===== config.mk =====
export PLATFORM = sky130hd
export DESIGN_NAME = usb_rd_bridge
export DESIGN_NICKNAME = d
export VERILOG_FILES = /design/src/rtl/usbrd_pkg.sv /design/src/rtl/usbrd_fall_detect.sv /design/src/rtl/usbrd_blk_addr.sv /design/src/rtl/usbrd_seq.sv /design/src/rtl/usb_rd_bridge.sv
export SDC_FILE = /design/constraint.sdc
export NUM_CORES = 1
export LEC_CHECK = 0
export BUFFER_PORTS_ARGS = -buffer_cell sky130_fd_sc_hd__clkbuf_2
export CAP_MARGIN = 5
export CORE_MARGIN = 2
export CORE_UTILIZATION = 55
export CTS_CLUSTER_DIAMETER = 150
export DETAILED_ROUTE_END_ITERATION = 8
export PLACE_DENSITY = 0.83
export SLEW_MARGIN = 40
export SYNTH_ARGS = -nofsm -noshare
export SYNTH_HDL_FRONTEND = slang
export SYNTH_HIERARCHICAL = 1
export SYNTH_SLANG_ARGS = --single-unit

===== constraint.sdc =====
create_clock -name clk -period 3.7 [get_ports clk]
set_input_delay 0.925 -clock clk [delete_from_list [all_inputs] [get_ports clk]]
set_output_delay 0.925 -clock clk [all_outputs]
set_load 0.1 [all_outputs]

===== src/rtl/usbrd_pkg.sv =====
package usbrd_pkg;
  typedef enum logic [1:0] {
    ST_IDLE  = 2'd0,
    ST_REQ   = 2'd1,
    ST_MBOX  = 2'd2,
    ST_BURST = 2'd3
  } rd_state_t;
endpackage


===== src/rtl/usbrd_fall_detect.sv =====
module usbrd_fall_detect (
  input  logic clk,
  input  logic rst_n,
  input  logic sig,
  output logic fall
);
  logic sig_q;

  always_ff @(posedge clk or negedge rst_n) begin
    if (!rst_n) sig_q <= 1'b0;
    else        sig_q <= sig;
  end

  assign fall = sig_q & ~sig;

  // two falls in a row are impossible, since the history bit drops with the first
  assert_fall_isolated_R6: assert property (@(posedge clk) disable iff (!rst_n)
    fall |=> !fall);
endmodule


===== src/rtl/usbrd_blk_addr.sv =====
module usbrd_blk_addr #(
  parameter int HI_W      = 5,
  parameter int XFER_BLKS = 8
) (
  input  logic            clk,
  input  logic            rst_n,
  input  logic            load,
  input  logic [HI_W-1:0] load_hi,
  input  logic            step,
  output logic [HI_W-1:0] hi_next,
  output logic            last_blk
);
  localparam int CNT_W = $clog2(XFER_BLKS + 1);

  logic [HI_W-1:0]  hi_q;
  logic [CNT_W-1:0] blk_q;

  assign hi_next  = hi_q + HI_W'(step);
  assign last_blk = step && (blk_q == CNT_W'(XFER_BLKS - 1));

  always_ff @(posedge clk or negedge rst_n) begin
    if (!rst_n) begin
      hi_q  <= '0;
      blk_q <= '0;
    end else if (load) begin
      hi_q  <= load_hi;
      blk_q <= '0;
    end else if (step) begin
      hi_q  <= hi_next;
      blk_q <= last_blk ? '0 : blk_q + CNT_W'(1);
    end
  end

  // the block counter never runs past the transfer length
  assert_blk_bound_R8: assert property (@(posedge clk) disable iff (!rst_n)
    blk_q < CNT_W'(XFER_BLKS));
endmodule


===== src/rtl/usbrd_seq.sv =====
module usbrd_seq
  import usbrd_pkg::*;
#(
  parameter int MBOX_W   = 8,
  parameter int HI_W     = 5,
  parameter int MBOX_CYC = 2,
  parameter logic [HI_W-1:0] BUF0_HI = 5'd2,
  parameter logic [HI_W-1:0] BUF1_HI = 5'd10
) (
  input  logic              clk,
  input  logic              rst_n,
  input  logic              mbox_irq_n,
  input  logic              usb_ready,
  input  logic [MBOX_W-1:0] mbox_byte,
  input  logic              last_blk,
  output rd_state_t         state,
  output logic              mbox_enter,
  output logic              load,
  output logic [HI_W-1:0]   load_hi
);
  localparam int MC_W = (MBOX_CYC > 1) ? $clog2(MBOX_CYC) : 1;

  rd_state_t       nxt;
  logic [MC_W-1:0] cnt_q;
  logic            code_lo, code_hi, code_ok, mbox_done;

  assign code_lo    = (mbox_byte == '0);
  assign code_hi    = (mbox_byte == '1);
  assign code_ok    = code_lo | code_hi;
  assign mbox_done  = (state == ST_MBOX) && (cnt_q == MC_W'(MBOX_CYC - 1));
  assign mbox_enter = (state == ST_REQ) && usb_ready;
  assign load       = mbox_done && code_ok;
  assign load_hi    = code_hi ? BUF1_HI : BUF0_HI;

  always_comb begin
    nxt = state;
    unique case (state)
      ST_IDLE:  if (!mbox_irq_n) nxt = ST_REQ;
      ST_REQ:   if (usb_ready)   nxt = ST_MBOX;
      ST_MBOX:  if (mbox_done)   nxt = code_ok ? ST_BURST : ST_IDLE;
      ST_BURST: if (last_blk)    nxt = ST_IDLE;
      default:                   nxt = ST_IDLE;
    endcase
  end

  always_ff @(posedge clk or negedge rst_n) begin
    if (!rst_n) begin
      state <= ST_IDLE;
      cnt_q <= '0;
    end else begin
      state <= nxt;
      if (state == ST_MBOX && !mbox_done) cnt_q <= cnt_q + MC_W'(1);
      else                                cnt_q <= '0;
    end
  end

  // without a ready reply the request phase is held
  assert_wait_ready_R2: assert property (@(posedge clk) disable iff (!rst_n)
    (state == ST_REQ && !usb_ready) |=> (state == ST_REQ));
  // an illegal mailbox code sends the sequencer straight back to idle
  assert_bad_code_R4: assert property (@(posedge clk) disable iff (!rst_n)
    (mbox_done && !code_ok) |=> (state == ST_IDLE));
endmodule


===== src/rtl/usb_rd_bridge.sv =====
module usb_rd_bridge
  import usbrd_pkg::*;
#(
  parameter int ADDR_W     = 14,
  parameter int LOW_W      = 9,
  parameter int MBOX_W     = 8,
  parameter int BUF0_BASE  = 1024,
  parameter int BUF1_BASE  = 5120,
  parameter int XFER_WORDS = 4096,
  parameter int MBOX_ADDR  = 16383,
  parameter int MBOX_CYC   = 2
) (
  input  logic              clk,
  input  logic              rst_n,
  input  logic              mbox_irq_n,
  output logic              usb_irq,
  input  logic              usb_ready,
  input  logic [LOW_W-1:0]  usb_addr,
  input  logic [MBOX_W-1:0] mbox_rdata,
  output logic [ADDR_W-1:0] ram_addr,
  output logic              ram_ce_n,
  output logic              ram_oe_n,
  output logic              ram_wr_n
);
  localparam int HI_W      = ADDR_W - LOW_W;
  localparam int BLK_WORDS = 1 << LOW_W;
  localparam int XFER_BLKS = XFER_WORDS / BLK_WORDS;
  localparam logic [HI_W-1:0] BUF0_HI = HI_W'(BUF0_BASE / BLK_WORDS);
  localparam logic [HI_W-1:0] BUF1_HI = HI_W'(BUF1_BASE / BLK_WORDS);

  rd_state_t       state;
  logic            mbox_enter, load, last_blk, fall, step, mem_en;
  logic [HI_W-1:0] load_hi, hi_next;

  usbrd_seq #(
    .MBOX_W(MBOX_W), .HI_W(HI_W), .MBOX_CYC(MBOX_CYC),
    .BUF0_HI(BUF0_HI), .BUF1_HI(BUF1_HI)
  ) u_seq (
    .clk(clk), .rst_n(rst_n), .mbox_irq_n(mbox_irq_n), .usb_ready(usb_ready),
    .mbox_byte(mbox_rdata), .last_blk(last_blk), .state(state),
    .mbox_enter(mbox_enter), .load(load), .load_hi(load_hi)
  );

  usbrd_fall_detect u_fall (
    .clk(clk), .rst_n(rst_n), .sig(usb_addr[LOW_W-1]), .fall(fall)
  );

  assign step = (state == ST_BURST) && fall;

  usbrd_blk_addr #(.HI_W(HI_W), .XFER_BLKS(XFER_BLKS)) u_blk (
    .clk(clk), .rst_n(rst_n), .load(load), .load_hi(load_hi), .step(step),
    .hi_next(hi_next), .last_blk(last_blk)
  );

  always_ff @(posedge clk or negedge rst_n) begin
    if (!rst_n)                 ram_addr <= '0;
    else if (mbox_enter)        ram_addr <= ADDR_W'(MBOX_ADDR);
    else if (load)              ram_addr <= {load_hi, usb_addr};
    else if (state == ST_BURST) ram_addr <= {hi_next, usb_addr};
  end

  assign mem_en   = (state == ST_MBOX) || (state == ST_BURST);
  assign ram_ce_n = ~mem_en;
  assign ram_oe_n = ~mem_en;
  assign ram_wr_n = 1'b1;
  assign usb_irq  = (state != ST_IDLE);

  // the RAM is never touched without a pending request
  assert_req_cover_R1: assert property (@(posedge clk) disable iff (!rst_n)
    !ram_ce_n |-> usb_irq);
  // the RAM opens only after a ready reply, at the mailbox address
  assert_ready_gate_R2: assert property (@(posedge clk) disable iff (!rst_n)
    (!ram_ce_n && $past(ram_ce_n)) |-> ($past(usb_ready) && ram_addr == ADDR_W'(MBOX_ADDR)));
  // inside a burst the upper bits either hold or advance by one
  assert_hi_step_R6: assert property (@(posedge clk) disable iff (!rst_n)
    (state == ST_BURST && $past(state) == ST_BURST) |->
      (ram_addr[ADDR_W-1:LOW_W] == $past(ram_addr[ADDR_W-1:LOW_W]) ||
       ram_addr[ADDR_W-1:LOW_W] == $past(ram_addr[ADDR_W-1:LOW_W]) + HI_W'(1)));
  // the last block boundary closes the transfer
  assert_burst_end_R8: assert property (@(posedge clk) disable iff (!rst_n)
    (state == ST_BURST && last_blk) |=> (!usb_irq && ram_ce_n));
endmodule


## Word level (Yosys, flattened, before mapping)

Index checks and enable logic that the tools add are counted.

| operators by class | value |
|---|---|
| add/subtract/negate cells | 3 |
| eq/ne operators | 9 |
| muxes and demuxes | 16 |
| bitwise operators | 4 |
| reduce and logical (&&, ||, !) cells | 14 |

Operators with widths:

| operator | number |
|---|---|
| 2-to-1 mux 14 bit | 3 |
| 2-to-1 mux 4 bit | 4 |
| 2-to-1 mux 2 bit | 5 |
| 2-to-1 mux 5 bit | 2 |
| equality test 8 bit, second input constant | 1 |
| zero test 8 bit | 1 |
| case mux 2 bit (4 select lines) | 1 |
| logical AND 1 bit | 6 |
| adder 5 x 1 -> 5 bit | 1 |
| adder 4 x 1 -> 4 bit, second input constant | 1 |
| equality test 2 bit, second input constant | 2 |
| equality test 4 x 3 -> 1 bit, second input constant | 1 |
| inequality test 2 x 1 -> 1 bit, second input constant | 2 |
| inequality test 2 bit, second input constant | 2 |
| AND reduction 4 bit | 1 |
| nonzero test 2 bit | 2 |
| nonzero test 3 bit | 1 |
| equality test 2 x 1 -> 1 bit, second input constant | 1 |
| zero test 2 bit | 1 |
| NOT 1 bit | 2 |
| adder 1 bit, second input constant | 1 |
| AND 1 bit | 1 |
| zero test 1 bit | 1 |
| logical OR 1 bit | 1 |
| 2 further kinds | 2 |

| storage, ports and cells | value |
|---|---|
| register bits | 27 |
| input bits | 21 |
| output and inout bits | 18 |
| word-level logic and storage cells | 52 |

## Longest topological paths before layout

Gate-level depths: netlist (run 1).

| logic depth | value |
|---|---|
| depth after elaboration | 7 |
| gate-level depth with buffers | 9 |
| depth with buffers taken out | 9 |

## Cells and area by module

The synthesis (run 1) kept the hierarchy.

Modules (own cells, without submodules):

| module | times used | cells an instance | area an instance (um^2) | seq. area each (um^2) |
|---|---|---|---|---|
| usb_rd_bridge | 1 | 73 | 714.4 | 350.3 |
| usbrd_blk_addr | 1 | 50 | 530.5 | 225.2 |
| usbrd_seq | 1 | 29 | 221.5 | 75.1 |
| usbrd_fall_detect | 1 | 2 | 38.8 | 25.0 |

## Worst setup path before layout (run 1)

No wires, ideal clock.

| path | value |
|---|---|
| path kind | register to output |
| start point | register u_seq.state[1] |
| end point | output port ram_oe_n |
| data arrival time | 1.519 ns |
| required time | 2.775 ns |
| setup slack | 1.256 ns |
| cell stages (with the launch flop) | 3 |
| buffers on the path | 1 |
| cell sequence | dfrtp_1 -> inv_1 -> buf_4 |

| between the ends | value |
|---|---|
| word-level cells in the longest chain between the ends | 3 |
| elaborated cells on any way between the ends | 4 |

Ends and longest elaborated chain:

| what | RTL line | source |
|---|---|---|
| from (decl) | usbrd_seq.sv:16 | `output rd_state_t state,` |
| from (signal assigned) | usbrd_seq.sv:51 | `state <= nxt;` |
| equality test 2 bit | usb_rd_bridge.sv:62 | `assign mem_en = (state == ST_MBOX) \|\| (state == ST_BURST);` |
| logical OR 1 bit * | usb_rd_bridge.sv:62 |  |
| NOT 1 bit * | - |  |
| to (decl) | usb_rd_bridge.sv:22 | `output logic ram_oe_n,` |

Mark *: on every way between the ends. The rest lies on a longest branch, timed or not.

## Worst setup path in the final report (run 1)

| path | value |
|---|---|
| start point | register u_seq.state[0] |
| end point | output port usb_irq |

| between the ends | value |
|---|---|
| word-level cells in the longest chain between the ends | 1 |

Ends and longest elaborated chain:

| what | RTL line | source |
|---|---|---|
| nonzero test 2 bit | usb_rd_bridge.sv:66 | `assign usb_irq = (state != ST_IDLE);` |
| to (decl) | usb_rd_bridge.sv:16 | `output logic usb_irq,` |

No other way between the ends.

==> impl_metrics.tcl, run 1 <==
set metrics [dict create \
    crit_path_end_kind "primary output" \
    cp-startpoint "u_seq/state[0]" \
    seqCellArea_sq_um 676 \
    fmax_mhz 409 \
    io_pins 39 \
    placed_cells 210 \
    grt_start_max_net_pins 28 \
    postCtsSetupRepairBufs 0 \
    port-buffer-count 37 \
    core_sq_um 2540 \
    multiInputGateArea_sq_um 723 \
    tns_ps 0 \
    gr-total-overflow 0 \
    die_y_microns 56.3 \
    grt_pass1_wl_microns 4820 \
    start_kind "register" \
    post_cts_resized 0 \
    rows 18 \
    fin_area_sq_um 1670 \
    die_w_microns 56.3 \
    slew_violations 0 \
    seq_area_frac_synth_pct 44.9 \
    clock_skew_ps 10.5 \
    worstHoldStart "u_seq/cnt_q" \
    start_util_pct 59.1 \
    die_area_sq_um 3170 \
    synthCells 154 \
    dr.pass1.iters 4 \
    final-setup-viol-count 0 \
    dpl_cell_area_sq_um 1640 \
    synth-seq-cells 27 \
    final_antenna_net_count 0 \
    layout_common_cells "clkbuf_2 (37), dfrtp_1 (27), nand2_1 (26), nand3b_1 (11), nor2_1 (10)" \
    drv_cap 0 \
    antenna_found_initial 0 \
    drt_first_iter_violations 43 \
    cts.path.max_buffers 2 \
    crit_path_max_fanout 10 \
    final_nets 209 \
    insertion_delay_ps 320 \
    fill_cells 210 \
    hold_violations 0 \
    syn_area_sq_um 1510 \
    grtUsageTotal_pct 19.0 \
    arrival_ps 1520 \
    hold_path.class "reg2reg" \
    wirelength_microns 2710 \
    crit_type "reg2out" \
    vias_per_cell 5.50 \
    gp_congestion 0.769 \
    clk_pin_slew_ps 140 \
    max_slew.worst_pin.slew_ps 731 \
    numCtsBuffers 3 \
    wl_per_cell_microns 12.7 \
    cts_tree "yes" \
    rr_startpoint "u_seq/state[1]" \
    place_hpwl_microns 2070 \
    num_antenna_cells 0 \
    area_growth_pct 10.7 \
    cts_root_buf "clkbuf_4" \
    ys_warn_count 6 \
    period_minus_slack_ps 2440 \
    status "finished, final reports clean" \
    drc_errors 0 \
    grt_pass1_vias 1146 \
    layout-drive-gt1-share_pct 28.3 \
    stdcell_count 214 \
    cts_sinks 27 \
    slew_headroom_pct 51.1 \
    cts_hold_buf 0 \
    critPathRequiredTime_ps 2770 \
    ys_types 37 \
    rsz0062_at_grt "false" \
    cts_htree_levels 1 \
    fin_crit_sh_pct 66.0 \
    vias 1178 \
    avgSynthCellArea_sq_um 9.77 \
    final_common_cell "clkbuf_2" \
]
## final cells by class
cell class                      instances  share of cell area (%)
Multi-Input combinational cell        113                    43.4
Sequential cell                        27                    40.5
Timing Repair Buffer                   38                    11.6
Tap cell                               30                    2.25
Clock buffer                            3                    1.35
Clock inverter                          1                   0.450
Inverter                                2                   0.450
## final timing paths
| check | cells after the start | slack [ps] | end |
|---|---|---|---|
| max | 2 | 1260 | usb_irq |
| min | 1 | 480 | u_seq/cnt_q |
| max in group asynchronous | 1 | 2680 | u_blk/blk_q[0] |
| max reg2reg | 8 | 1510 | ram_addr[13] |
| min reg2reg | 1 | 480 | u_seq/cnt_q |
| min in group asynchronous | 1 | 600 | ram_addr[6] |
## Yosys cell counts
| master | count | area, sq um |
|---|---|---|
| nand2b_1 | 1 | 6.26 |
| nand3b_1 | 11 | 82.6 |
| o21bai_2 | 1 | 11.3 |
| or3_1 | 1 | 6.26 |
| buf_6 | 3 | 33.8 |
| and3_2 | 1 | 7.51 |
| nor2_1 | 10 | 37.5 |
| inv_1 | 2 | 7.51 |
| mux2_2 | 2 | 22.5 |
| clkbuf_2 | 1 | 5.00 |
| a21oi_2 | 1 | 8.76 |
| nor2b_4 | 1 | 13.8 |
| nor4_1 | 2 | 12.5 |
| o21ai_0 | 3 | 15.0 |
| a31oi_1 | 1 | 6.26 |
| a211oi_4 | 1 | 20.0 |
| nor3b_1 | 2 | 15.0 |
| mux2i_1 | 4 | 40.0 |
| xnor2_1 | 4 | 35.0 |
| nand2_1 | 26 | 97.6 |
| xor2_1 | 3 | 26.3 |
| o21ai_1 | 1 | 5.00 |
| ha_1 | 3 | 37.5 |
| or2_2 | 1 | 6.26 |
| nand4_4 | 1 | 21.3 |
| nand4_1 | 4 | 25.0 |
| nor2b_1 | 5 | 31.3 |
| a21oi_1 | 5 | 25.0 |
| o21bai_1 | 4 | 30.0 |
| a21o_2 | 1 | 8.76 |
| buf_4 | 8 | 60.1 |
| a211oi_1 | 4 | 30.0 |
| clkbuf_1 | 2 | 7.51 |
| conb_1 | 3 | 11.3 |
| nor3_1 | 1 | 5.00 |
| nand3_1 | 3 | 15.0 |
| dfrtp_1 | 27 | 676 |
## worst max-delay path: stages, from the launching register on
cell and delay, ps:
dfrtp_1 510, or2_2 330, clkbuf_2 370
## registers in the layout, indices dropped and copies added (netlist names)
name	cells
u_fall/sig_q	1
u_seq/cnt_q	1
u_blk/blk_q	4
u_seq/state	2
ram_addr	14
u_blk/hi_q	5
## logic make-up (layout without fill, tap and decap cells)
kind of cell / count (synthesis) / after routing / share of synthesized area (%)
simple gates: 70 / 70 / 25.4
compound gates: 22 / 22 / 10.6
fa+ha+maj: 3 / 3 / 2.49
mux: 6 / 6 / 4.16
buf+inv: 16 / 44 / 7.56
other cells: 3 / 5 / 0.748
xor+xnor: 7 / 7 / 4.07
flops: 27 / 27 / 44.9
## through the flow
| stage | util (%) | worst slack (ps) | hold slack (ps) |
|---|---|---|---|
| after CTS | 65.5 | 1240 | 474 |
| final | 65.5 | 1260 | 477 |
| after detailed placement | 64.3 | 968 | 455 |
| after global routing | 65.5 | 1170 | 516 |
| after floorplan | - | 1260 | 432 |
| after global placement | 64.3 | 1060 | 443 |
## layer usage
layer / vias up / track usage [%] / routed length, microns
met5: - / 0 / 0
met4: 0 / 5.10 / 15
met3: 2 / 2.76 / 127
met2: 36 / 34.3 / 1390
met1: 562 / 23.5 / 1180
li1: 578 / - / -
Power of run 1 is not shown: default switching activity piles up to over one toggle a cycle in this logic, so the estimate is an artifact.
==> run 2: changes to the inputs <==
--- a/config.mk
+++ b/config.mk
@@ -5,13 +5,14 @@
 export SDC_FILE = /design/constraint.sdc
 export NUM_CORES = 1
 export LEC_CHECK = 0
+export ABC_AREA = 1
 export BUFFER_PORTS_ARGS = -buffer_cell sky130_fd_sc_hd__clkbuf_2
 export CAP_MARGIN = 5
 export CORE_MARGIN = 2
-export CORE_UTILIZATION = 55
+export CORE_UTILIZATION = 52
 export CTS_CLUSTER_DIAMETER = 150
 export DETAILED_ROUTE_END_ITERATION = 8
-export PLACE_DENSITY = 0.83
+export PLACE_DENSITY = 0.79
 export SLEW_MARGIN = 40
 export SYNTH_ARGS = -nofsm -noshare
 export SYNTH_HDL_FRONTEND = slang
==> constraint.sdc (replaced) <==
create_clock -name clk -period 2.5 [get_ports clk]
set_input_delay 0.625 -clock clk [delete_from_list [all_inputs] [get_ports clk]]
set_output_delay 0.625 -clock clk [all_outputs]
set_load 0.1 [all_outputs]
==> impl_metrics.tcl, run 2 <==
set metrics [dict create \
    status "finished, final reports clean" \
    period_minus_slack_ps 2160 \
    start_util_pct 54.6 \
    postCtsSetupRepairBufs 0 \
    ys_types 24 \
    synth.most_common_cell "nand2_1" \
    synth-seq-cells 27 \
    numCtsBuffers 3 \
    cts_sinks 27 \
    grt_start_max_net_pins 28 \
    slew_violations 0 \
    antenna_found_initial 0 \
    slew_headroom_pct 56.2 \
    grt_pass1_wl_microns 4930 \
    post_cts_resized 0 \
    seq_area_frac_synth_pct 44.9 \
    hold_violations 0 \
    synthAdderAreaFrac_pct 2.49 \
    vias_per_cell 4.99 \
    gp_congestion 0.794 \
    max_slew.worst_pin.slew_ps 657 \
    crit_path_end_kind "primary output" \
    cts_root_buf "clkbuf_4" \
    cts_htree_levels 1 \
    fmax_mhz 462 \
    grtUsageTotal_pct 18.6 \
    hold_path.class "in2async" \
    synth_top_area_cell "dfrtp_1" \
    insertion_delay_ps 320 \
    final_common_cell "nand2_1" \
    ys_async_sr_fraction_pct 100 \
    cpPeakStageDelay_ps 530 \
    worst_slack_ps 338 \
    cp.buffers_inverters 1 \
    avgSynthCellArea_sq_um 7.49 \
    rsz0062_at_grt "false" \
    clk_pin_slew_ps 140 \
    vias 1343 \
    drc_errors 0 \
    drv_cap 0 \
    final_antenna_net_count 0 \
    fin_crit_sh_pct 86.5 \
    final-setup-viol-count 0 \
    slowest_stage "dfrtp_1" \
    synth-xor-area-share_pct 0.582 \
    synth_area_leaders "dfrtp_1 (45%), nand2_1 (18%), nand3_1 (6.0%)" \
    wl_per_cell_microns 10.2 \
    cts_hold_buf 0 \
    cts_tree "yes" \
    area_growth_pct 13.9 \
    synthCells 201 \
    yosys.area_share.simple_pct 34.8 \
    crit_family "flip-flops" \
    clock_skew_ps 3.61 \
    synthMuxAreaShare_pct 0 \
    die_area_sq_um 3340 \
    critPathRequiredTime_ps 1880 \
    crit_type "reg2out" \
    place_hpwl_microns 2070 \
    grt_pass1_vias 1220 \
    core_sq_um 2760 \
    pre_cts_ws_ps 434 \
    layout_common_cells "nand2_1 (72), clkbuf_2 (37), dfrtp_1 (27), nand3_1 (18), inv_1 (15)" \
    dr.pass1.iters 4 \
    crit_path_max_fanout 9 \
    die_w_microns 57.8 \
    layout-drive-gt1-share_pct 24.8 \
    wirelength_microns 2750 \
    ys.flop_type "dfrtp_1" \
    synth_edf_count 0 \
    arrival_ps 1540 \
    ys_warn_count 6 \
    synth_common_cells "nand2_1 (72), dfrtp_1 (27), nand3_1 (18)" \
    synth_top_family_by_area "simple AND/OR/NAND/NOR gates" \
    synth_top_area_share_pct 44.9 \
    syn_area_sq_um 1510 \
    regMostFlops "ram_addr" \
    gr-total-overflow 0 \
    rows 19 \
    num_antenna_cells 0 \
    largest_reg_flops 14 \
    port-buffer-count 37 \
    tns_ps 0 \
    crit_chain "or2_2 > clkbuf_2" \
    cts.path.max_buffers 2 \
    start_kind "register" \
    top_regs "ram_addr (14), u_blk/hi_q (5), u_blk/blk_q (4)" \
    die_y_microns 57.8 \
    io_pins 39 \
    final_nets 263 \
    drt_first_iter_violations 45 \
    synth-compound-area-share_pct 6.73 \
]
==> run 2: cell count changes in the layout (fill, tap and decap cells not counted), sizes merged, moves of 7 or more <==
cell	delta
nand3	+15
nor2	+7
nand2	+51
o21ai	+7
nand3b	-11
inv	+18
==> run 2: per-layer routing <==
| layer | share of wire (%) | global-route usage [%] |
|---|---|---|
| met1 | 50 | 24.6 |
| met2 | 44 | 30.5 |
| met3 | 5.1 | 3.13 |
| met4 | 1.5 | 7.31 |
| met5 | 0 | 0 |
==> run 2: cell families after synthesis <==
family          after synthesis
simple gates                120
buf+inv                      29
flops                        27
compound gates               18
fa+ha+maj                     3
other cells                   3
xor+xnor                      1
==> run 2: path summary, 6_finish.rpt <==
| kind | slack (ps) | to | startpoint | cells past startpoint |
|---|---|---|---|---|
| max | 340 | usb_irq | u_seq/state[1] | 2 |
| min | 300 | u_seq/cnt_q | rst_n | 1 |
| max reg2reg | 670 | ram_addr[13] | u_seq/state[1] | 11 |
| min reg2reg | 490 | ram_addr[1] | ram_addr[1] | 2 |
| max in group asynchronous | 1780 | u_blk/hi_q[1] | rst_n | 1 |
| min in group clk | 430 | u_fall/sig_q | usb_addr[8] | 1 |
==> run 2: area by class of cell <==
| class | instances | area, sq um |
|---|---|---|
| repair buffers | 40 | 208 |
| flip-flops and latches | 27 | 676 |
| fillers | 254 | 1040 |
| well taps | 31 | 38.8 |
| inverters | 20 | 75.1 |
| clock buffers | 4 | 26.3 |
| multi-input cells | 147 | 691 |
==> run 2: worst reg2reg max path, delay by kind of cell, from the launching register on <==
| family | cells | cell delay, ps |
|---|---|---|
| AND/OR/NAND/NOR | 9 | 710 |
| adder cells (fa/ha/maj) | 2 | 430 |
| flip-flops | 1 | 580 |
==> run 2: per-stage QoR <==
| stage | cell area (sq um) | hold slack [ps] | instances | utilization, % |
|---|---|---|---|---|
| floorplan | 1510 | 329 | 203 | - |
| global placement | 1690 | 453 | 265 | 61.2 |
| detailed placement | 1690 | 459 | 265 | 61.2 |
| CTS | 1710 | 316 | 269 | 62.2 |
| global route | 1710 | 344 | 269 | 62.2 |
| finish | 1710 | 302 | 269 | 62.2 |
Power of run 2 is left out for the same reason.
==> run 3: changes to the inputs <==
--- a/config.mk
+++ b/config.mk
@@ -12,9 +12,11 @@
 export CORE_UTILIZATION = 52
 export CTS_CLUSTER_DIAMETER = 150
 export DETAILED_ROUTE_END_ITERATION = 8
-export PLACE_DENSITY = 0.79
+export GPL_TIMING_DRIVEN = 0
+export PLACE_DENSITY = 0.88
 export SLEW_MARGIN = 40
 export SYNTH_ARGS = -nofsm -noshare
 export SYNTH_HDL_FRONTEND = slang
 export SYNTH_HIERARCHICAL = 1
 export SYNTH_SLANG_ARGS = --single-unit
+export TNS_END_PERCENT = 10
==> impl_metrics.tcl, run 3 (synthesized netlist as in run 2, its figures left out) <==
set metrics [dict create \
    fmax_mhz 467 \
    drc_errors 0 \
    antenna_found_initial 0 \
    crit_type "reg2out" \
    die_area_sq_um 3340 \
    wl_per_cell_microns 10.2 \
    final-setup-viol-count 0 \
    rows 19 \
    hold_slack_ps 305 \
    top_regs "ram_addr (14), u_blk/hi_q (5), u_blk/blk_q (4)" \
    crit_family "flip-flops" \
    layout-drive-gt1-share_pct 27.0 \
    largest_reg_flops 14 \
    rsz0062_at_grt "false" \
    post_cts_resized 0 \
    slew_violations 0 \
    dr.pass1.iters 4 \
    regMostFlops "ram_addr" \
    hold_path.class "in2async" \
    clock_skew_ps 3.66 \
    drv_cap 0 \
    die_y_microns 57.8 \
    vias 1331 \
    grt_pass1_vias 1237 \
    cts_sinks 27 \
    num_antenna_cells 0 \
    arrival_ps 1520 \
    place_hpwl_microns 2190 \
    critPathRequiredTime_ps 1880 \
    cp.buffers_inverters 1 \
    final_antenna_net_count 0 \
    port-buffer-count 37 \
    cts_tree "yes" \
    drt_first_iter_violations 53 \
    core_sq_um 2760 \
    area_growth_pct 17.3 \
    gp_congestion 0.815 \
    period_minus_slack_ps 2140 \
    final_util_pct 64.0 \
    cpPeakStageDelay_ps 520 \
    start_util_pct 54.6 \
    status "finished, final reports clean" \
    crit_path_end_kind "primary output" \
    gr-total-overflow 0 \
    slew_headroom_pct 56.1 \
    insertion_delay_ps 310 \
    slowest_stage "dfrtp_1" \
    final_common_cell "nand2_1" \
    cts.path.max_buffers 2 \
    layout_common_cells "nand2_1 (72), clkbuf_2 (37), dfrtp_1 (27), nand3_1 (18), inv_1 (15)" \
    start_kind "register" \
    worst_slack_ps 359 \
    max_slew.worst_pin.slew_ps 658 \
    numCtsBuffers 3 \
    hold_violations 0 \
    grtUsageTotal_pct 18.3 \
    cts_htree_levels 1 \
    crit_path_max_fanout 9 \
    io_pins 39 \
    die_w_microns 57.8 \
    ff2ff_setup_slack_ps 370 \
    wirelength_microns 2790 \
    grt_pass1_wl_microns 4880 \
    clk_pin_slew_ps 130 \
    pre_cts_ws_ps 174 \
    fin_crit_sh_pct 85.6 \
    crit_chain "or2_2 > clkbuf_2" \
    cts_hold_buf 0 \
    postCtsSetupRepairBufs 0 \
    vias_per_cell 4.84 \
    cts_root_buf "clkbuf_4" \
    final_nets 269 \
    grt_start_max_net_pins 28 \
]
run 3: cell types whose count changed in the layout (fill, tap and decap cells not counted), sizes merged:
cell | before | now
buf | 3 | 9
run 3: path summary, 6_finish.rpt:
check                                 to           start  depth (start not counted)
max                              usb_irq  u_seq/state[1]                          2
min                          ram_addr[0]           rst_n                          1
max reg2reg                 ram_addr[13]  u_seq/state[1]                         11
min reg2reg                  ram_addr[7]     ram_addr[7]                          2
max in group asynchronous  u_blk/hi_q[0]           rst_n                          1
min in group clk            u_fall/sig_q     usb_addr[8]                          1
run 3: cell type report:
type / count / area (sq um)
tap: 31 / 38.8
multi-input combinational: 147 / 693
clock buffer: 4 / 26.3
sequential: 27 / 676
inverter: 20 / 75.1
timing repair buffer: 37 / 185
fill: 222 / 992
buffer: 9 / 71.3
run 3: metrics by stage:
stage	setup TNS (ps)	area, sq um	instances
floorplan	0	1510	203
global placement	-388	1740	271
detailed placement	0	1740	271
CTS	0	1770	275
global route	0	1770	275
finish	0	1770	275
run 3: routing by layer:
metal / up-vias / routed length (microns) / global-route usage [%]
met4: 0 / 15 / 4.98
met5: - / 0 / 0
met2: 31 / 1370 / 34.1
li1: 710 / - / -
met3: 2 / 111 / 2.01
met1: 588 / 1300 / 22.3
Power of run 3 is left out for the same reason.
